## config.mk

```make
export PLATFORM = sky130hd
export DESIGN_NAME = bcd60_ctr
export DESIGN_NICKNAME = d
export VERILOG_FILES = /design/src/rtl/bcd60_pkg.sv /design/src/rtl/btn_pulse.sv /design/src/rtl/bcd_digit.sv /design/src/rtl/run_ctl.sv /design/src/rtl/bcd60_ctr.sv
export SDC_FILE = /design/constraint.sdc
export NUM_CORES = 1
export LEC_CHECK = 0
export BUFFER_PORTS_ARGS = -buffer_cell sky130_fd_sc_hd__buf_2
export CELL_PAD_IN_SITES_DETAIL_PLACEMENT = 0
export CELL_PAD_IN_SITES_GLOBAL_PLACEMENT = 1
export CORE_ASPECT_RATIO = 0.9
export CORE_MARGIN = 5
export CORE_UTILIZATION = 39
export CTS_BUF_LIST = sky130_fd_sc_hd__clkbuf_4 sky130_fd_sc_hd__clkbuf_8
export CTS_CLUSTER_SIZE = 28
export DETAILED_ROUTE_END_ITERATION = 6
export GPL_TIMING_DRIVEN = 0
export PLACE_DENSITY_LB_ADDON = 0.1
export SYNTH_ARGS = -nofsm -noshare
export SYNTH_HDL_FRONTEND = slang
export SYNTH_SLANG_ARGS = --single-unit
```

## constraint.sdc

```tcl
create_clock -name clk -period 1.5 [get_ports clk]
set_input_delay 0.15 -clock clk [delete_from_list [all_inputs] [get_ports clk]]
set_output_delay 0.15 -clock clk [all_outputs]
set_load 0.01 [all_outputs]
```

## src/rtl/bcd60_pkg.sv

```systemverilog
// Package: shared widths and moduli for the two-digit decimal counter.
// Assumes BCD digits of four bits each.
package bcd60_pkg;
    localparam int DIGIT_W   = 4;
    localparam int UNITS_MOD = 10;
    localparam int TENS_MOD  = 6;
    localparam int SYNC_LEN  = 2;
    localparam int NUM_BTN   = 2;
    localparam int BTN_GO    = 0;
    localparam int BTN_CLR   = 1;
endpackage

```

## src/rtl/btn_pulse.sv

```systemverilog
// Module: btn_pulse
// Turns one asynchronous, debounced button level into a single-cycle pulse
// on its rising edge. Uses a SYNC_LEN-stage synchronizer and one history flop.
// Assumes the input is already free of bounce.
module btn_pulse #(
    parameter int SYNC_LEN = 2
) (
    input  logic clk,
    input  logic rst_n,
    input  logic btn_i,
    output logic pulse_o
);
    localparam int CHAIN_W = SYNC_LEN + 1;

    logic [CHAIN_W-1:0] chain_q;

    // Shift the button level through the synchronizer and history stages.
    always_ff @(posedge clk) begin
        if (!rst_n) begin
            chain_q <= '0;
        end else begin
            chain_q <= {chain_q[CHAIN_W-2:0], btn_i};
        end
    end

    // Rising edge: last synchronized stage high, history stage low.
    assign pulse_o = chain_q[CHAIN_W-2] & ~chain_q[CHAIN_W-1];
endmodule

```

## src/rtl/bcd_digit.sv

```systemverilog
// Module: bcd_digit
// One decimal digit that counts modulo MODULUS. A step at MODULUS-1 returns
// the digit to 0 and raises carry_o in the same cycle. clr_i has priority
// over step_i.
module bcd_digit #(
    parameter int W       = 4,
    parameter int MODULUS = 10
) (
    input  logic         clk,
    input  logic         rst_n,
    input  logic         clr_i,
    input  logic         step_i,
    output logic [W-1:0] val_o,
    output logic         at_max_o,
    output logic         carry_o
);
    localparam logic [W-1:0] MAX_V = W'(MODULUS - 1);

    logic [W-1:0] val_q;

    // Hold, clear, or advance the digit with wrap at MAX_V.
    always_ff @(posedge clk) begin
        if (!rst_n) begin
            val_q <= '0;
        end else if (clr_i) begin
            val_q <= '0;
        end else if (step_i) begin
            val_q <= (val_q == MAX_V) ? '0 : val_q + 1'b1;
        end
    end

    assign val_o    = val_q;
    assign at_max_o = (val_q == MAX_V);
    assign carry_o  = step_i & at_max_o;
endmodule

```

## src/rtl/run_ctl.sv

```systemverilog
// Module: run_ctl
// Keeps the run flag. A clear pulse forces it to 0 and takes priority over a
// go pulse, which flips it. Both inputs are single-cycle pulses.
module run_ctl (
    input  logic clk,
    input  logic rst_n,
    input  logic clr_i,
    input  logic go_i,
    output logic run_o
);
    logic run_q;

    // Update the run flag: clear wins, otherwise a go pulse toggles it.
    always_ff @(posedge clk) begin
        if (!rst_n) begin
            run_q <= 1'b0;
        end else if (clr_i) begin
            run_q <= 1'b0;
        end else if (go_i) begin
            run_q <= ~run_q;
        end
    end

    assign run_o = run_q;
endmodule

```

## src/rtl/bcd60_ctr.sv

```systemverilog
// Module: bcd60_ctr
// Two-digit BCD counter 00..59 with wrap, a run/pause toggle button and a
// clear button that parks the count at 00, stopped. Both buttons are
// asynchronous but debounced. All control is synchronous to clk.
module bcd60_ctr
    import bcd60_pkg::*;
(
    input  logic               clk,
    input  logic               rst_n,
    input  logic               tick_en,
    input  logic               btn_go_i,
    input  logic               btn_clr_i,
    output logic [DIGIT_W-1:0] units_o,
    output logic [DIGIT_W-1:0] tens_o,
    output logic               running_o,
    output logic               wrap_o
);
    logic [NUM_BTN-1:0] btn_lvl;
    logic [NUM_BTN-1:0] btn_pls;
    logic               go_pulse;
    logic               clr_pulse;
    logic               step;
    logic               units_carry;
    logic               tens_carry;
    logic               units_max;
    logic               tens_max;
    logic               wrap_q;

    assign btn_lvl[BTN_GO]  = btn_go_i;
    assign btn_lvl[BTN_CLR] = btn_clr_i;

    // One synchronizer and edge detector per button.
    for (genvar b = 0; b < NUM_BTN; b++) begin : g_btn
        btn_pulse #(.SYNC_LEN(SYNC_LEN)) u_pulse (
            .clk    (clk),
            .rst_n  (rst_n),
            .btn_i  (btn_lvl[b]),
            .pulse_o(btn_pls[b])
        );
    end

    assign go_pulse  = btn_pls[BTN_GO];
    assign clr_pulse = btn_pls[BTN_CLR];

    run_ctl u_run (
        .clk  (clk),
        .rst_n(rst_n),
        .clr_i(clr_pulse),
        .go_i (go_pulse),
        .run_o(running_o)
    );

    assign step = running_o & tick_en & ~clr_pulse;

    bcd_digit #(.W(DIGIT_W), .MODULUS(UNITS_MOD)) u_units (
        .clk     (clk),
        .rst_n   (rst_n),
        .clr_i   (clr_pulse),
        .step_i  (step),
        .val_o   (units_o),
        .at_max_o(units_max),
        .carry_o (units_carry)
    );

    bcd_digit #(.W(DIGIT_W), .MODULUS(TENS_MOD)) u_tens (
        .clk     (clk),
        .rst_n   (rst_n),
        .clr_i   (clr_pulse),
        .step_i  (units_carry),
        .val_o   (tens_o),
        .at_max_o(tens_max),
        .carry_o (tens_carry)
    );

    // Register the full-count rollover as a one-cycle wrap pulse.
    always_ff @(posedge clk) begin
        if (!rst_n) begin
            wrap_q <= 1'b0;
        end else begin
            wrap_q <= tens_carry;
        end
    end

    assign wrap_o = wrap_q;
endmodule

```

-- After elaboration in Yosys (flattened, before gate mapping)
Index checks and enable logic that the tools add are counted.
- register bits: 16
- input port bits: 5
- output and inout port bits: 10
- reduce and logical (&&, ||, !) cells: 1
- eq/ne operators: 2
- add/sub/neg operators: 2
- bitwise logic cells: 11
- muxes and demuxes: 2
- operators with widths (operator ; count):
    $add 4x1->4 const B ; 2
    $mux 4 ; 2
    $and 1x1->1 ; 6
    $not 1->1 ; 5
    $eq 4x3->1 const B ; 1
    $eq 4x4->1 const B ; 1
    $reduce_or 2->1 ; 1

-- Logic depth before layout (Yosys ltp)
- depth after elaboration: 6
- gate-level depth with buffers: 4

-- By module
A second synthesis with hierarchy kept.
- cell total of the unflattened synthesis: 64
- area, all modules: 659.4 um^2
- modules (own cells, without submodules) (module ; cells each ; instances ; sequential area each (um^2) ; area an instance (um^2)):
    bcd_digit (u_units) ; 23 ; 1 ; 80.1 ; 203.9
    bcd_digit (u_tens) ; 21 ; 1 ; 80.1 ; 193.9
    btn_pulse ; 7 ; 2 ; 60.1 ; 92.6
    run_ctl ; 3 ; 1 ; 20.0 ; 41.3
    bcd60_ctr ; 3 ; 1 ; 20.0 ; 35.0

-- Worst setup path before layout
Ideal clock, no wire load.
- path type: register to register
- from: reg u_run.run_q (netlist: u_run.run_o)
- to: reg u_tens.val_q[2] (netlist: u_tens.val_o[2])
- stages on the path, launching flop included: 5
- path buffers: 0
- path slack: 147 ps
- data required time: 1430 ps
- arrival time: 1283 ps
- setup time: 70 ps
- clock period less this slack: 1353 ps
- cells stage by stage: dfxtp_1 -> and3_1 -> nand4_2 -> or3b_1 -> a21oi_1
- cells in the longest elaborated chain, start to end: 3
- RTL lines (what ; line ; text):
    start: declaration ; run_ctl.sv:11 ; logic run_q;
    start signal: assignment ; run_ctl.sv:20 ; run_q <= ~run_q;
    $and 1x1->1 (2 in a row) ; bcd60_ctr.sv:53 ; assign step = running_o & tick_en & ~clr_pulse;
    $and 1x1->1 ; bcd_digit.sv:34 ; assign carry_o = step_i & at_max_o;
    end signal: assignment ; bcd_digit.sv:28 ; val_q <= (val_q == MAX_V) ? '0 : val_q + 1'b1;
    end: declaration ; bcd_digit.sv:19 ; logic [W-1:0] val_q;
No other way between the ends.
A chain may end at the register's enable or synchronous reset.

-- Final worst setup path
- from: reg u_units.val_q[1] (netlist: u_units.val_o[1])
- to: reg u_tens.val_q[2] (netlist: u_tens.val_o[2])
- cells in the longest elaborated chain, start to end: 2
- RTL lines (what ; line ; text):
    start: declaration ; bcd_digit.sv:19 ;
    start signal: assignment ; bcd_digit.sv:28 ;
    $eq 4x4->1 ; bcd_digit.sv:33 ; assign at_max_o = (val_q == MAX_V);
    $and 1x1->1 ; bcd_digit.sv:34 ;
No other way between the ends.

==> metrics.txt <==
hold crit path type input pin to flip-flop; clock-pin transition on the worst setup and hold timing paths 0.10 ns; count of cell types in the netlist 23; number of filler cells placed in the layout 158; Via-to-Cell Ratio 4.796; Die Span Y 47.38 um; number of nets in the finished design 89; final routed DRC violation total 0; number of buffers added on ports 14; Worst-Skew Late Latency 0.28 ns; number of H-tree levels 1; chain of cells forming the critical path nor3b_2, nand4_2, or3b_1, a21oi_1; Cell Area, Synth 605.6 um2; pin count of the biggest net entering global routing 10; cell chosen for the clock root sky130_fd_sc_hd__clkbuf_4; Syn Inst Count 63; maximum frequency from static timing analysis 717.5 MHz; data required time of the critical path 1.72 ns; number of optimization iterations in the first detailed-route pass 4; max cap viols 0; pin slew with the least headroom to its limit 0.2132 ns; Slew Viols, Final 0; area of combinational cells with multiple inputs 281.5 um2; cell with the most instances after synthesis sky130_fd_sc_hd__dfxtp_1; number of nets still failing antenna checks after routing 0; cell area power density 1003 nW/um2; time the final worst path needs with I/O delays and setup 1.394 ns; share of power burned in registers 0.584; critical path start-end classification flip-flop to flip-flop; logic gate share of total power 0.038; RSZ-0062 raised after global routing false; share of synthesized registers carrying an async set or reset 0; most instantiated cells after synthesis 16 x sky130_fd_sc_hd__dfxtp_1, 8 x sky130_fd_sc_hd__nor2_1, 6 x sky130_fd_sc_hd__and2_1; total number of yosys warnings 0; XOR/XNOR share of the synthesized area 0.05785; prevailing post-synth register cell sky130_fd_sc_hd__dfxtp_1; Total Wirelength 1046 um; sequential share of the synthesized area 0.5289; drt first-iter violations 1; fraction of layout instances using a drive strength above 1 0.3133; share of cell area taken by muxes after synthesis 0.01653; post-route setup slack 0.1063 ns; Die Area 2442 um2; area inside the core boundary 1464 um2; number of antenna violations at the first check in global routing 0; headroom to the max-slew limit 0.8576; Critical Path Fanout Max 7; dominant combinational cell family by area after synthesis simple AND/OR/NAND/NOR gates; #FFs+latches synth 16; first-pass GRT wire length 1642 um; initial core utilization 0.4137; Worst setup SP type flip-flop; global-route total usage across every layer 0.09430; via count of the first global-routing pass 390; total leakage power 0.3311 nW; post-route setup TNS 0 ns; Area growth, synth to finish 23.35%; cell type contributing the most total cell area after synthesis sky130_fd_sc_hd__dfxtp_1; synthesized-area fraction occupied by adder cells 0; simple logic cell fraction of the synthesized area 0.3161; Overflow after GRT 0; net switching power 0.1550 mW; area fraction of the dominant cell type after synthesis 0.5289; Row Count 13; post-place setup slack 0.09627 ns; Worst VDD drop 0.5653 mV; number of buffers added by the clock tree synthesis step 3; Detailed Place HPWL 728.2 um; sort of element at the end of the critical path flip-flop; number of failing setup endpoints in the final timing report 0; post-detailed-route wirelength per cell 10.67 um; clock tree buffer depth 2; net switching fraction of the power 0.2068; number of top-level pins 15; Period Utilization, post-route 0.9291; status finished clean; main area contributors after synthesis sky130_fd_sc_hd__dfxtp_1 53%, sky130_fd_sc_hd__and2_1 6.2%, sky130_fd_sc_hd__nor2_1 5.0%, sky130_fd_sc_hd__xor2_1 4.3%, sky130_fd_sc_hd__a21oi_1 4.1%; Final Wtd Congestion 0.6279; area used by sequential logic in the layout 321.6 um2; Ant. Diodes 0; net count after synthesis 68; Arr. time, crit path 1.61 ns; fraction of the mapped netlist area in compound gates 0.07438; Die Width 51.54 um; Vias 470; worst-case clock skew 0.001865 ns; mean cell area of the mapped netlist 9.612 um2; clock tree from TritonCTS done; Critical-path top delay cell sky130_fd_sc_hd__dfxtp_1; number of enable-type register cells in the synthesized netlist 0; Clk pwr share 0.378; Critical Path Max Stage Delay 0.38 ns; Power, Total 0.7491 mW; number of hold violations in the final report 0; Clock Sink Count 16; internal power summed over all cells 0.5941 mW
registers in the layout, indices dropped and copies added (netlist names):
register,count
wrap_o,1
g_btn.u_pulse.chain_q,6
u_tens.val_o,4
u_run.run_o,1
u_units.val_o,4
worst paths after layout:
| check | from | to | slack, ns | cells past startpoint |
|---|---|---|---|---|
| max | u_units.val_o[1] | u_tens.val_o[2] | 0.11 | 4 |
| min | btn_clr_i | g_btn[1].u_pulse.chain_q[0] | 0.07 | 2 |
| max reg2reg | u_units.val_o[1] | u_tens.val_o[2] | 0.11 | 4 |
| min reg2reg | g_btn[1].u_pulse.chain_q[0] | g_btn[1].u_pulse.chain_q[1] | 0.44 | 1 |
logic make-up (layout without fill, tap and decap cells):
family,Yosys count,in the layout
and+or+nand+nor,32,32
DFF,16,16
AOI/OAI and AO/OA,9,9
xor gates and xnor gates,4,4
muxes,1,1
buffers and inverters,1,21
routing by layer:
| metal | global-route usage | part of all wire | wire [um] |
|---|---|---|---|
| met5 | 0 | 0 | 0 |
| met4 | 0.04712 | 0 | 0 |
| met2 | 0.1497 | 0.41 | 433 |
| met3 | 0.03810 | 0.056 | 59 |
| met1 | 0.1122 | 0.53 | 553 |
metrics by stage:
| stage | util | cell area (um2) | hold WS, ns | cells |
|---|---|---|---|---|
| floorplan | - | 605.6 | 0.2717 | 63 |
| global placement | 0.4744 | 694.4 | 0.3546 | 92 |
| detailed placement | 0.4744 | 694.4 | 0.3623 | 92 |
| CTS | 0.4991 | 730.7 | 0.05853 | 96 |
| global route | 0.5103 | 747.0 | 0.06762 | 98 |
| finish | 0.5103 | 747.0 | 0.06802 | 98 |
cell type report:
cell class | count | share of cell area
clock buffer | 4 | 0.04858
inverter | 1 | 0.005025
multi-input combinational | 46 | 0.3769
sequential | 16 | 0.4305
tap | 15 | 0.02513
timing repair buffer | 16 | 0.1139
power groups by stage:
stage                     sequential [mW]  clock (mW)  combinational (mW)
final                               0.438       0.283              0.0284
after global routing                0.439       0.312              0.0320
after global placement              0.447           0              0.0280
after CTS                           0.437       0.297              0.0286
after floorplan                     0.448           0              0.0145
after detailed placement            0.447           0              0.0285
critical path: cells and delay by family, from the launching register on:
kind            cells  cell delay [ns]
flops               1             0.38
compound gates      1             0.14
simple gates        3             0.82
layout by cell type, fill, tap and decap left out, types with 2 or more instances in the layout:
cell and n:
sky130_fd_sc_hd__a21oi_1 5, sky130_fd_sc_hd__and2_1 6, sky130_fd_sc_hd__buf_2 14, sky130_fd_sc_hd__buf_4 2, sky130_fd_sc_hd__clkbuf_4 3, sky130_fd_sc_hd__dfxtp_1 15
sky130_fd_sc_hd__nand2_1 4, sky130_fd_sc_hd__nor2_1 8, sky130_fd_sc_hd__nor2b_1 2, sky130_fd_sc_hd__o21ai_0 4, sky130_fd_sc_hd__xor2_1 3
what timing repair did:
action | CTS | global route
buffers inserted | 0 | 2
hold buffers | 0 | 0
resized for setup | 0 | 1
endpoints found under the setup margin | 0 | 2
Note: power is estimated with default switching activity, not from simulation.
